`config.mk`:
```
export PLATFORM = sky130hd
export DESIGN_NAME = wake_sense_ctrl
export DESIGN_NICKNAME = d
export VERILOG_FILES = /design/src/rtl/wsc_pkg.sv /design/src/rtl/wsc_sync.sv /design/src/rtl/wsc_periph_lane.sv /design/src/rtl/wsc_wake_lane.sv /design/src/rtl/wake_sense_ctrl.sv
export SDC_FILE = /design/constraint.sdc
export NUM_CORES = 1
export LEC_CHECK = 0
export BUFFER_PORTS_ARGS = -buffer_cell sky130_fd_sc_hd__buf_2
export CORE_AREA = 4 4 107 109
export DETAILED_ROUTE_END_ITERATION = 12
export DIE_AREA = 0 0 111 113
export PLACE_DENSITY = 0.54
export SYNTH_ARGS = -nofsm -noshare
export SYNTH_HDL_FRONTEND = slang
export SYNTH_HIERARCHICAL = 1
export SYNTH_SLANG_ARGS = --single-unit
```
`constraint.sdc`:
```
create_clock -name clk -period 2.12 [get_ports clk]
set_input_delay 0.424 -clock clk [delete_from_list [all_inputs] [get_ports clk]]
set_output_delay 0.424 -clock clk [all_outputs]
set_load 0.01 [all_outputs]
```
`src/rtl/wsc_pkg.sv`:
```
package wsc_pkg;
   localparam int unsigned LINE_MAX = 8;
   localparam int unsigned CODE_W   = 4;

   typedef enum logic [CODE_W-1:0] {
      SNS_NONE = 4'd0,
      SNS_RISE = 4'd1,
      SNS_FALL = 4'd2,
      SNS_BOTH = 4'd3,
      SNS_HIGH = 4'd4,
      SNS_LOW  = 4'd8
   } sense_e;

   localparam logic [4:0] A_PMODE = 5'h00;
   localparam logic [4:0] A_SMODE = 5'h08;
   localparam logic [4:0] A_PEN   = 5'h10;
   localparam logic [4:0] A_SEN   = 5'h11;
   localparam logic [4:0] A_STAT  = 5'h12;

   function automatic logic code_ok(input logic [7:0] v);
      case (v)
         8'd0, 8'd1, 8'd2, 8'd3, 8'd4, 8'd8: code_ok = 1'b1;
         default:                            code_ok = 1'b0;
      endcase
   endfunction
endpackage

```
`src/rtl/wsc_sync.sv`:
```
module wsc_sync #(
   parameter int unsigned STAGES = 2
) (
   input  logic clk,
   input  logic rst_n,
   input  logic d,
   output logic q
);
   if (STAGES < 2) begin : g_bad_stages
      $error("wsc_sync: STAGES must be at least 2");
   end

   logic [STAGES-1:0] chain;

   always_ff @(posedge clk or negedge rst_n) begin
      if (!rst_n) chain <= '0;
      else        chain <= {chain[STAGES-2:0], d};
   end

   assign q = chain[STAGES-1];
endmodule

```
`src/rtl/wsc_periph_lane.sv`:
```
module wsc_periph_lane
   import wsc_pkg::*;
(
   input  logic              clk,
   input  logic              rst_n,
   input  logic              wr_mode,
   input  logic              enable,
   input  logic              pin,
   output logic [CODE_W-1:0] mode_rd,
   output logic              irq
);
   // only one legal code exists: any write arms the line at level-high
   logic armed_q;

   always_ff @(posedge clk or negedge rst_n) begin
      if (!rst_n)       armed_q <= 1'b0;
      else if (wr_mode) armed_q <= 1'b1;
   end

   assign mode_rd = armed_q ? SNS_HIGH : SNS_NONE;
   assign irq     = armed_q & enable & pin;
endmodule

```
`src/rtl/wsc_wake_lane.sv`:
```
module wsc_wake_lane
   import wsc_pkg::*;
#(
   parameter int unsigned SYNC_STAGES = 2
) (
   input  logic              clk,
   input  logic              rst_n,
   input  logic              pin,
   input  logic              enable,
   input  logic              wr_mode,
   input  logic [7:0]        wdata,
   input  logic              clear,
   output logic [CODE_W-1:0] mode_rd,
   output logic              status,
   output logic              level_hit
);
   sense_e mode_q;
   logic   pin_s, pin_d, status_q, edge_hit;

   always_ff @(posedge clk or negedge rst_n) begin
      if (!rst_n)                           mode_q <= SNS_NONE;
      else if (wr_mode && code_ok(wdata))   mode_q <= sense_e'(wdata[CODE_W-1:0]);
   end

   wsc_sync #(.STAGES(SYNC_STAGES)) u_sync (
      .clk   (clk),
      .rst_n (rst_n),
      .d     (pin),
      .q     (pin_s)
   );

   always_ff @(posedge clk or negedge rst_n) begin
      if (!rst_n) pin_d <= 1'b0;
      else        pin_d <= pin_s;
   end

   always_comb begin
      unique case (mode_q)
         SNS_RISE: edge_hit = pin_s & ~pin_d;
         SNS_FALL: edge_hit = ~pin_s & pin_d;
         SNS_BOTH: edge_hit = pin_s ^ pin_d;
         default:  edge_hit = 1'b0;
      endcase
   end

   // a new event wins over a clear in the same cycle
   always_ff @(posedge clk or negedge rst_n) begin
      if (!rst_n)                  status_q <= 1'b0;
      else if (enable && edge_hit) status_q <= 1'b1;
      else if (clear)              status_q <= 1'b0;
   end

   assign mode_rd   = mode_q;
   assign status    = status_q;
   assign level_hit = enable & (((mode_q == SNS_HIGH) & pin_s) |
                                ((mode_q == SNS_LOW)  & ~pin_s));
endmodule

```
`src/rtl/wake_sense_ctrl.sv`:
```
module wake_sense_ctrl
   import wsc_pkg::*;
#(
   parameter int unsigned NUM_PERIPH  = 3,
   parameter int unsigned NUM_SYSWAKE = 4,
   parameter int unsigned SYNC_STAGES = 2,
   parameter int unsigned ADDR_W      = 5
) (
   input  logic                clk,
   input  logic                rst_n,
   input  logic                reg_wr,
   input  logic [ADDR_W-1:0]   reg_addr,
   input  logic [7:0]          reg_wdata,
   output logic [7:0]          reg_rdata,
   input  logic [LINE_MAX-1:0] periph_in,
   input  logic [LINE_MAX-1:0] syswake_in,
   output logic [LINE_MAX-1:0] periph_irq,
   output logic                syswake_irq,
   output logic                wake_req
);
   localparam logic [LINE_MAX-1:0] P_MASK = LINE_MAX'((1 << NUM_PERIPH) - 1);
   localparam logic [LINE_MAX-1:0] S_MASK = LINE_MAX'((1 << NUM_SYSWAKE) - 1);

   if (NUM_PERIPH > LINE_MAX) begin : g_bad_np
      $error("wake_sense_ctrl: NUM_PERIPH above 8");
   end
   if (NUM_SYSWAKE > LINE_MAX) begin : g_bad_ns
      $error("wake_sense_ctrl: NUM_SYSWAKE above 8");
   end
   if (ADDR_W < 5) begin : g_bad_aw
      $error("wake_sense_ctrl: ADDR_W below 5");
   end

   logic [LINE_MAX-1:0] pen_q, sen_q, sw_status, sw_level;
   logic [CODE_W-1:0]   pmode_rd [LINE_MAX];
   logic [CODE_W-1:0]   smode_rd [LINE_MAX];
   logic                wr_pen, wr_sen, wr_stat;

   assign wr_pen  = reg_wr && (reg_addr == ADDR_W'(A_PEN));
   assign wr_sen  = reg_wr && (reg_addr == ADDR_W'(A_SEN));
   assign wr_stat = reg_wr && (reg_addr == ADDR_W'(A_STAT));

   always_ff @(posedge clk or negedge rst_n) begin
      if (!rst_n) begin
         pen_q <= '0;
         sen_q <= '0;
      end else begin
         if (wr_pen) pen_q <= reg_wdata & P_MASK;
         if (wr_sen) sen_q <= reg_wdata & S_MASK;
      end
   end

   for (genvar i = 0; i < LINE_MAX; i++) begin : g_periph
      if (i < NUM_PERIPH) begin : g_on
         logic wr_mode;
         assign wr_mode = reg_wr && (reg_addr == ADDR_W'(A_PMODE + 5'(i)));
         wsc_periph_lane u_lane (
            .clk     (clk),
            .rst_n   (rst_n),
            .wr_mode (wr_mode),
            .enable  (pen_q[i]),
            .pin     (periph_in[i]),
            .mode_rd (pmode_rd[i]),
            .irq     (periph_irq[i])
         );
      end else begin : g_off
         assign pmode_rd[i]   = '0;
         assign periph_irq[i] = 1'b0;
      end
   end

   for (genvar j = 0; j < LINE_MAX; j++) begin : g_wake
      if (j < NUM_SYSWAKE) begin : g_on
         logic wr_mode;
         assign wr_mode = reg_wr && (reg_addr == ADDR_W'(A_SMODE + 5'(j)));
         wsc_wake_lane #(.SYNC_STAGES(SYNC_STAGES)) u_lane (
            .clk       (clk),
            .rst_n     (rst_n),
            .pin       (syswake_in[j]),
            .enable    (sen_q[j]),
            .wr_mode   (wr_mode),
            .wdata     (reg_wdata),
            .clear     (wr_stat & reg_wdata[j]),
            .mode_rd   (smode_rd[j]),
            .status    (sw_status[j]),
            .level_hit (sw_level[j])
         );
      end else begin : g_off
         assign smode_rd[j]  = '0;
         assign sw_status[j] = 1'b0;
         assign sw_level[j]  = 1'b0;
      end
   end

   always_comb begin
      reg_rdata = '0;
      for (int k = 0; k < LINE_MAX; k++) begin
         if (reg_addr == ADDR_W'(A_PMODE + 5'(k))) reg_rdata = {4'b0, pmode_rd[k]};
         if (reg_addr == ADDR_W'(A_SMODE + 5'(k))) reg_rdata = {4'b0, smode_rd[k]};
      end
      if (reg_addr == ADDR_W'(A_PEN))  reg_rdata = pen_q;
      if (reg_addr == ADDR_W'(A_SEN))  reg_rdata = sen_q;
      if (reg_addr == ADDR_W'(A_STAT)) reg_rdata = sw_status;
   end

   assign syswake_irq = |((sw_status & sen_q) | sw_level);
   assign wake_req    = (|periph_irq) | syswake_irq;
endmodule

```
==> results of run 1 <==
[cells in the mapped netlist, types with 5 or more instances]
cell type	instances	area share
nor2_1	10	0.014
dfrtp_1	42	0.40
nand3_1	5	0.0096
nand2_1	9	0.013
nor3_1	7	0.013
a32oi_1	7	0.024
o22ai_1	7	0.017
a21oi_1	8	0.015
a31oi_1	5	0.012
ha_1	8	0.039
inv_1	13	0.019
buf_4	22	0.064
nor2b_1	5	0.012
mux2_2	27	0.12
nor3b_1	5	0.014
[power groups by stage]
stage	clock network [mW]	registers [mW]	logic, mW
after global placement	0	0.908	0.308
after detailed placement	0	0.910	0.314
final	0.541	0.894	0.334
after global routing	0.600	0.904	0.370
after CTS	0.562	0.895	0.320
after floorplan	0	0.905	0.199
[final cells by class]
class                      instances  area (um2)
clock buffer                       7        86.3
clock inverter                     1        5.00
fill                            1088        7320
inverter                          13        48.8
multi-input combinational        170        1450
sequential                        42        1050
tap                              140         175
timing repair buffer              67         467
[flip-flops by register name, summed over array words and instances, names as in the netlist]
register,flops
g_periph.g_on.u_lane/armed_q,3
g_wake.g_on.u_lane/mode_rd,16
g_wake.g_on.u_lane/pin_d,4
g_wake.g_on.u_lane/status,4
g_wake.g_on.u_lane/u_sync/chain,8
pen_q,3
sen_q,4
[cells by family (layout without fill, tap and decap cells)]
family / count (synthesis) / after routing
DFF: 42 / 42
buffers and inverters: 39 / 88
other: 4 / 18
and+or+nand+nor: 79 / 79
AOI/OAI and AO/OA: 34 / 34
adders and majority gates: 8 / 8
muxes: 31 / 31
[path summary, 6_finish.rpt]
path | cells past startpoint | to | startpoint
max | 7 | wake_req | g_wake[3].g_on.u_lane/mode_rd[3]$_DFFE_PN0P_
min | 1 | g_wake[0].g_on.u_lane/u_sync/chain[0]$_DFF_PN0_ | rst_n
max reg2reg | 7 | g_wake[1].g_on.u_lane/status$_DFFE_PN0P_ | g_wake[1].g_on.u_lane/u_sync/chain[1]$_DFF_PN0_
min reg2reg | 0 | g_wake[1].g_on.u_lane/u_sync/chain[1]$_DFF_PN0_ | g_wake[1].g_on.u_lane/u_sync/chain[0]$_DFF_PN0_
max in group asynchronous | 2 | g_wake[1].g_on.u_lane/u_sync/chain[1]$_DFF_PN0_ | rst_n
min in group clk | 1 | g_wake[3].g_on.u_lane/u_sync/chain[0]$_DFF_PN0_ | syswake_in[3]
[metrics by stage]
stage / hold slack, ps / setup slack (ps)
2_1_floorplan: 128 / 102
3_3_place_gp: 332 / -70.2
3_5_place_dp: 336 / -78.5
4_1_cts: 46.3 / -407
5_1_grt: 66.1 / -553
6_report: 41.4 / -383
[worst max-delay path, cell delays in order (launching register included)]
cell and delay, ps:
dfrtp_1 410, nor3b_2 170, a21oi_2 120, nor4b_2 70, nor4_2 270, nand3_1 180, or4_1 410, buf_2 150
[routing by layer]
| metal | track usage | share of wire | wire length (um) | up-vias |
|---|---|---|---|---|
| met3 | 0.0305 | 0.057 | 373 | 4 |
| met4 | 0.0263 | 0.012 | 78 | 0 |
| met5 | 0 | 0 | 0 | - |
| met1 | 0.158 | 0.50 | 3260 | 964 |
| met2 | 0.158 | 0.43 | 2810 | 65 |
| li1 | - | - | - | 966 |
[timing repair]
item,4_1_cts,5_1_grt
pin swaps,7,10
gates resized for setup,9,22
endpoints found under the setup margin,5,6
buffers inserted,2,6
gates cloned,0,0
==> out/results.tsv, run 1 <==
stage	metric	value	unit
clock_network	clk_latency	300	ps
clock_network	ctsHoldBuffers	0	
clock_network	cts_buffers	5	
final_layout	fin_cells	440	
synth	synth_cell_types	39	
grt	track_usage	0.108	
worst_setup_path	cp-start-kind	flip-flop	
clock_network	clockRootBuffer	clkbuf_8	
synth	synth_seq_area_share	0.404	
timing	finClkSkew	3.58	ps
route	viasPerCell	4.54	
clock_network	clk_pin_slew	80	ps
route	dr.pass1.iters	4	
worst_setup_path	reg2reg_setup_slack	730	ps
grt	first_global_vias	2055	
placement	dp_hpwl	4.90	mm
final_layout	final_core_util	0.310	
placement	place_area	0.00302	mm2
floorplan	io_pins	50	
timing	maxSlewViolCount	0	
power_and_ir_drop	internal-power	1.28	mW
synth	synth_xor_area_frac	0	
synth	synth_ff_type	dfrtp_1	
floorplan	die_w	111	um
placement	dp_cells	426	
grt	antenna_found_initial	0	
power_and_ir_drop	ir_worst_vdd	0.000227	V
route	route.detailed.drc	0	
floorplan	die_h	113	um
synth	synth-edff-count	0	
timing	period_needed	2500	ps
final_layout	drive_above_1_share	0.460	
power_and_ir_drop	pwr-share-comb	0.189	
synth	syn_area_per_cell	11.0	um2
timing	rsz0062_at_grt	yes	
synth	syn_inst	237	
floorplan	start_util	0.245	
power_and_ir_drop	power_leakage	1.54	nW
floorplan	core	0.0106	mm2
synth	synth_top_family_by_area	simple AND/OR/NAND/NOR gates	
route	drt-initial-drc-count	119	
worst_setup_path	crit_arrival	2080	ps
synth	ys_seq_elements	42	
power_and_ir_drop	seqPwrFrac	0.505	
timing	setup_viol	3	
final_layout	finalInstanceArea	0.00329	mm2
worst_setup_path	critPathMaxFanout	4	
synth	synth_adder_area_share	0.0385	
final_layout	fin_nets	339	
clock_network	cts_sinks	42	
synth	synth-simple-area-share	0.208	
final_layout	final_common_cell	dfrtp_1	
worst_setup_path	required	1700	ps
worst_setup_path	critPathKind	flip-flop to output pin	
power_and_ir_drop	power_frac_clock	0.306	
worst_setup_path	setup.worst_path.end_class	output pin	
power_and_ir_drop	p_switching	0.488	mW
grt	grt_overflow	0	
clock_network	cts_tree	yes	
route	ant_nets	0	
clock_network	clock_path_buffers	2	
power_and_ir_drop	swShare	0.276	
timing	fin_tns_setup	-583	ps
placement	gp_congestion	0.876	
synth	yosysWarnings	6	
synth	synth_area	0.00260	mm2
timing	fmax	400	MHz
floorplan	num_rows	38	
floorplan	die_area	0.0125	mm2
hold_path	min_path_type	input port to async pin	
final_layout	synthToLayoutAreaGrowth	26.4	%
placement	port_buffers	31	
final_layout	antenna_cells	0	
timing	setup_slack	-383	ps
route	drt_wl_total	6.52	mm
synth	synth.area.mux_share	0.157	
synth	synth_compound_area_frac	0.0910	
synth	synthArstFlopShare	1.00	
final_layout	final_cell_mix	dfrtp_1, buf_2, buf_4	
power_and_ir_drop	powerDensity	538	mW/mm2
clock_network	cts_htree_levels	2	
job	drv_cap	0	
route	vias	1999	
timing	period_share	1.18	
outcome	violations	negative setup slack	
power_and_ir_drop	p_total	1.77	mW
grt	grt_max_degree	19	
timing	hold_viol	0	
grt	grt_pass1_wl	10.9	mm
outcome	status	complete, but fails checks	
route	wl_per_cell	14.8	um
No activity file was read; power rests on OpenSTA's default activity.
==> run 2: changes to the inputs <==
--- a/config.mk
+++ b/config.mk
@@ -6,10 +6,10 @@
 export NUM_CORES = 1
 export LEC_CHECK = 0
 export BUFFER_PORTS_ARGS = -buffer_cell sky130_fd_sc_hd__buf_2
-export CORE_AREA = 4 4 107 109
+export CORE_AREA = 2 2 88 90
 export DETAILED_ROUTE_END_ITERATION = 12
-export DIE_AREA = 0 0 111 113
-export PLACE_DENSITY = 0.54
+export DIE_AREA = 0 0 90 92
+export PLACE_DENSITY = 0.67
 export SYNTH_ARGS = -nofsm -noshare
 export SYNTH_HDL_FRONTEND = slang
 export SYNTH_HIERARCHICAL = 1
==> run 2 against run 1 <==
Against the previous run: worst setup slack worse by 12 ps; critical endpoint unchanged; largest power group unchanged; the run still ends with negative setup slack left; flip-flop and latch count stayed put; count of clock-buffer cells in the layout is 2 lower; cell area shrank 5.4%; clock power up 20%; core utilization grew 11 points; final cell count fell by 11%; highest routed layer unchanged; largest cell class unchanged; sequential share of layout area up 1.9 points.
==> out/results.tsv, run 2 (same netlist as run 1, synthesis figures left out) <==
stage	metric	value	unit
clock_network	clockRootBuffer	clkbuf_8	
timing	fin_tns_setup	-528	ps
power_and_ir_drop	power_leakage	1.46	nW
grt	grt_pass1_wl	9.80	mm
worst_setup_path	cp-start-kind	flip-flop	
timing	finClkSkew	3.56	ps
floorplan	die_w	90	um
clock_network	cts_tree	yes	
route	drt_wl_total	6.07	mm
worst_setup_path	critPathKind	flip-flop to output pin	
clock_network	cts_buffers	5	
clock_network	cts_sinks	42	
worst_setup_path	r2r_start	g_wake[1].g_on.u_lane/u_sync/chain[1]$_DFF_PN0_	
route	route.detailed.drc	0	
worst_setup_path	setup.worst_path.end_class	output pin	
outcome	status	complete, but fails checks	
timing	maxSlewViolCount	0	
worst_setup_path	critPathMaxFanout	3	
clock_network	clock_path_buffers	2	
power_and_ir_drop	ir_worst_vdd	0.000221	V
placement	port_buffers	31	
route	viasPerCell	5.14	
worst_setup_path	crit_path_top_delay_cell	or4_4	
worst_setup_path	cp_cell_sequence	nor2b_1 -> a21oi_2 -> nor4b_2 -> nor4_1 -> nand3_1 -> or4_4 -> buf_6	
power_and_ir_drop	p_switching	0.502	mW
placement	gp_congestion	0.942	
clock_network	ctsHoldBuffers	0	
timing	hold_viol	0	
power_and_ir_drop	seqPwrFrac	0.479	
final_layout	final_common_cell	dfrtp_1	
floorplan	core	0.00745	mm2
floorplan	io_pins	50	
final_layout	antenna_cells	0	
timing	rsz0062_at_grt	yes	
grt	grt_overflow	0	
worst_setup_path	crit_arrival	2090	ps
grt	antenna_found_initial	0	
worst_setup_path	cpPeakStageDelay	440	ps
clock_network	clk_pin_slew	90	ps
clock_network	clk_latency	300	ps
grt	first_global_vias	1966	
floorplan	die_h	92	um
power_and_ir_drop	pwr-share-comb	0.174	
final_layout	drive_above_1_share	0.420	
worst_setup_path	reg2reg_setup_slack	830	ps
final_layout	largest_register_ffs	16	
final_layout	final_core_util	0.418	
timing	setup_slack	-395	ps
worst_setup_path	r2r_end	g_wake[1].g_on.u_lane/status$_DFFE_PN0P_	
timing	period_needed	2510	ps
timing	period_share	1.19	
route	vias	2003	
power_and_ir_drop	internal-power	1.36	mW
placement	dp_hpwl	4.40	mm
power_and_ir_drop	powerDensity	600	mW/mm2
floorplan	die_area	0.00828	mm2
route	dr.pass1.iters	4	
clock_network	cts_htree_levels	2	
route	ant_nets	0	
grt	track_usage	0.149	
floorplan	num_rows	32	
worst_setup_path	cp_num_buf_inv	1	
worst_setup_path	critPathTopFamily	simple AND/OR/NAND/NOR gates	
route	drt-initial-drc-count	134	
timing	hold_slack	89.7	ps
timing	worst_slew_pin_slew	533	ps
final_layout	synthToLayoutAreaGrowth	19.6	%
job	drv_cap	0	
worst_setup_path	reg2reg_depth	6	
power_and_ir_drop	swShare	0.269	
floorplan	start_util	0.349	
timing	fmax	398	MHz
hold_path	min_path_type	input port to async pin	
timing	slew_headroom	0.642	
final_layout	fin_nets	327	
worst_setup_path	required	1700	ps
power_and_ir_drop	power_frac_clock	0.348	
final_layout	final_cell_mix	dfrtp_1, buf_2, mux2_2	
timing	setup_viol	4	
route	wl_per_cell	15.6	um
grt	grt_max_degree	23	
outcome	violations	negative setup slack	
run 2: layer usage:
layer,routed length [um],track usage,vias up
li1,-,-,937
met1,2670,0.199,966
met2,2880,0.237,90
met3,402,0.0329,10
met4,119,0.0551,0
met5,0,0,-
run 2: how the worst max path moves through the flow:
stage                                            startpoint       end  slack [ps]  cells after the start
2_1_floorplan  g_wake[0].g_on.u_lane/mode_rd[2]$_DFFE_PN0P_  wake_req         100                      6
3_3_place_gp   g_wake[0].g_on.u_lane/mode_rd[2]$_DFFE_PN0P_  wake_req         -30                      7
3_5_place_dp   g_wake[0].g_on.u_lane/mode_rd[2]$_DFFE_PN0P_  wake_req         -20                      7
4_1_cts        g_wake[3].g_on.u_lane/mode_rd[2]$_DFFE_PN0P_  wake_req        -360                      7
5_1_grt        g_wake[0].g_on.u_lane/mode_rd[3]$_DFFE_PN0P_  wake_req        -500                      7
6_report       g_wake[3].g_on.u_lane/mode_rd[2]$_DFFE_PN0P_  wake_req        -390                      7
run 2: cell type report:
cell class	count	area, um2
Clock inverter	3	45.0
Timing Repair Buffer	55	358
Fill cell	742	4340
Clock buffer	5	68.8
Tap cell	102	128
Inverter	13	48.8
Multi-Input combinational cell	170	1410
Sequential cell	42	1050
run 2: power groups by stage:
stage	Clock [mW]	Combinational, mW	Sequential, mW
after CTS	0.669	0.308	0.893
after detailed placement	0	0.303	0.908
final	0.649	0.324	0.893
after floorplan	0	0.199	0.905
after global routing	0.696	0.356	0.901
after global placement	0	0.294	0.906
run 2: what timing repair did:
item | CTS | global route
pin swaps | 3 | 3
setup buffers | 1 | 3
setup endpoints to repair | 5 | 6
endpoints found under the hold margin | 0 | 0
resized for setup | 9 | 10
run 2: per-stage QoR:
step | power [mW] | setup slack [ps] | area (um2) | instances
6_report | 1.87 | -395 | 3110 | 390
5_1_grt | 1.95 | -499 | 3110 | 390
4_1_cts | 1.87 | -363 | 3050 | 387
3_5_place_dp | 1.21 | -17.5 | 2900 | 378
3_3_place_gp | 1.20 | -25.2 | 2900 | 378
2_1_floorplan | 1.10 | 102 | 2650 | 251
run 2: worst reg2reg max path, delay by kind of cell (launching register included):
kind	cells	cell delay, ps
buf+inv	2	170
flops	1	390
fa+ha+maj	1	180
compound gates	3	450
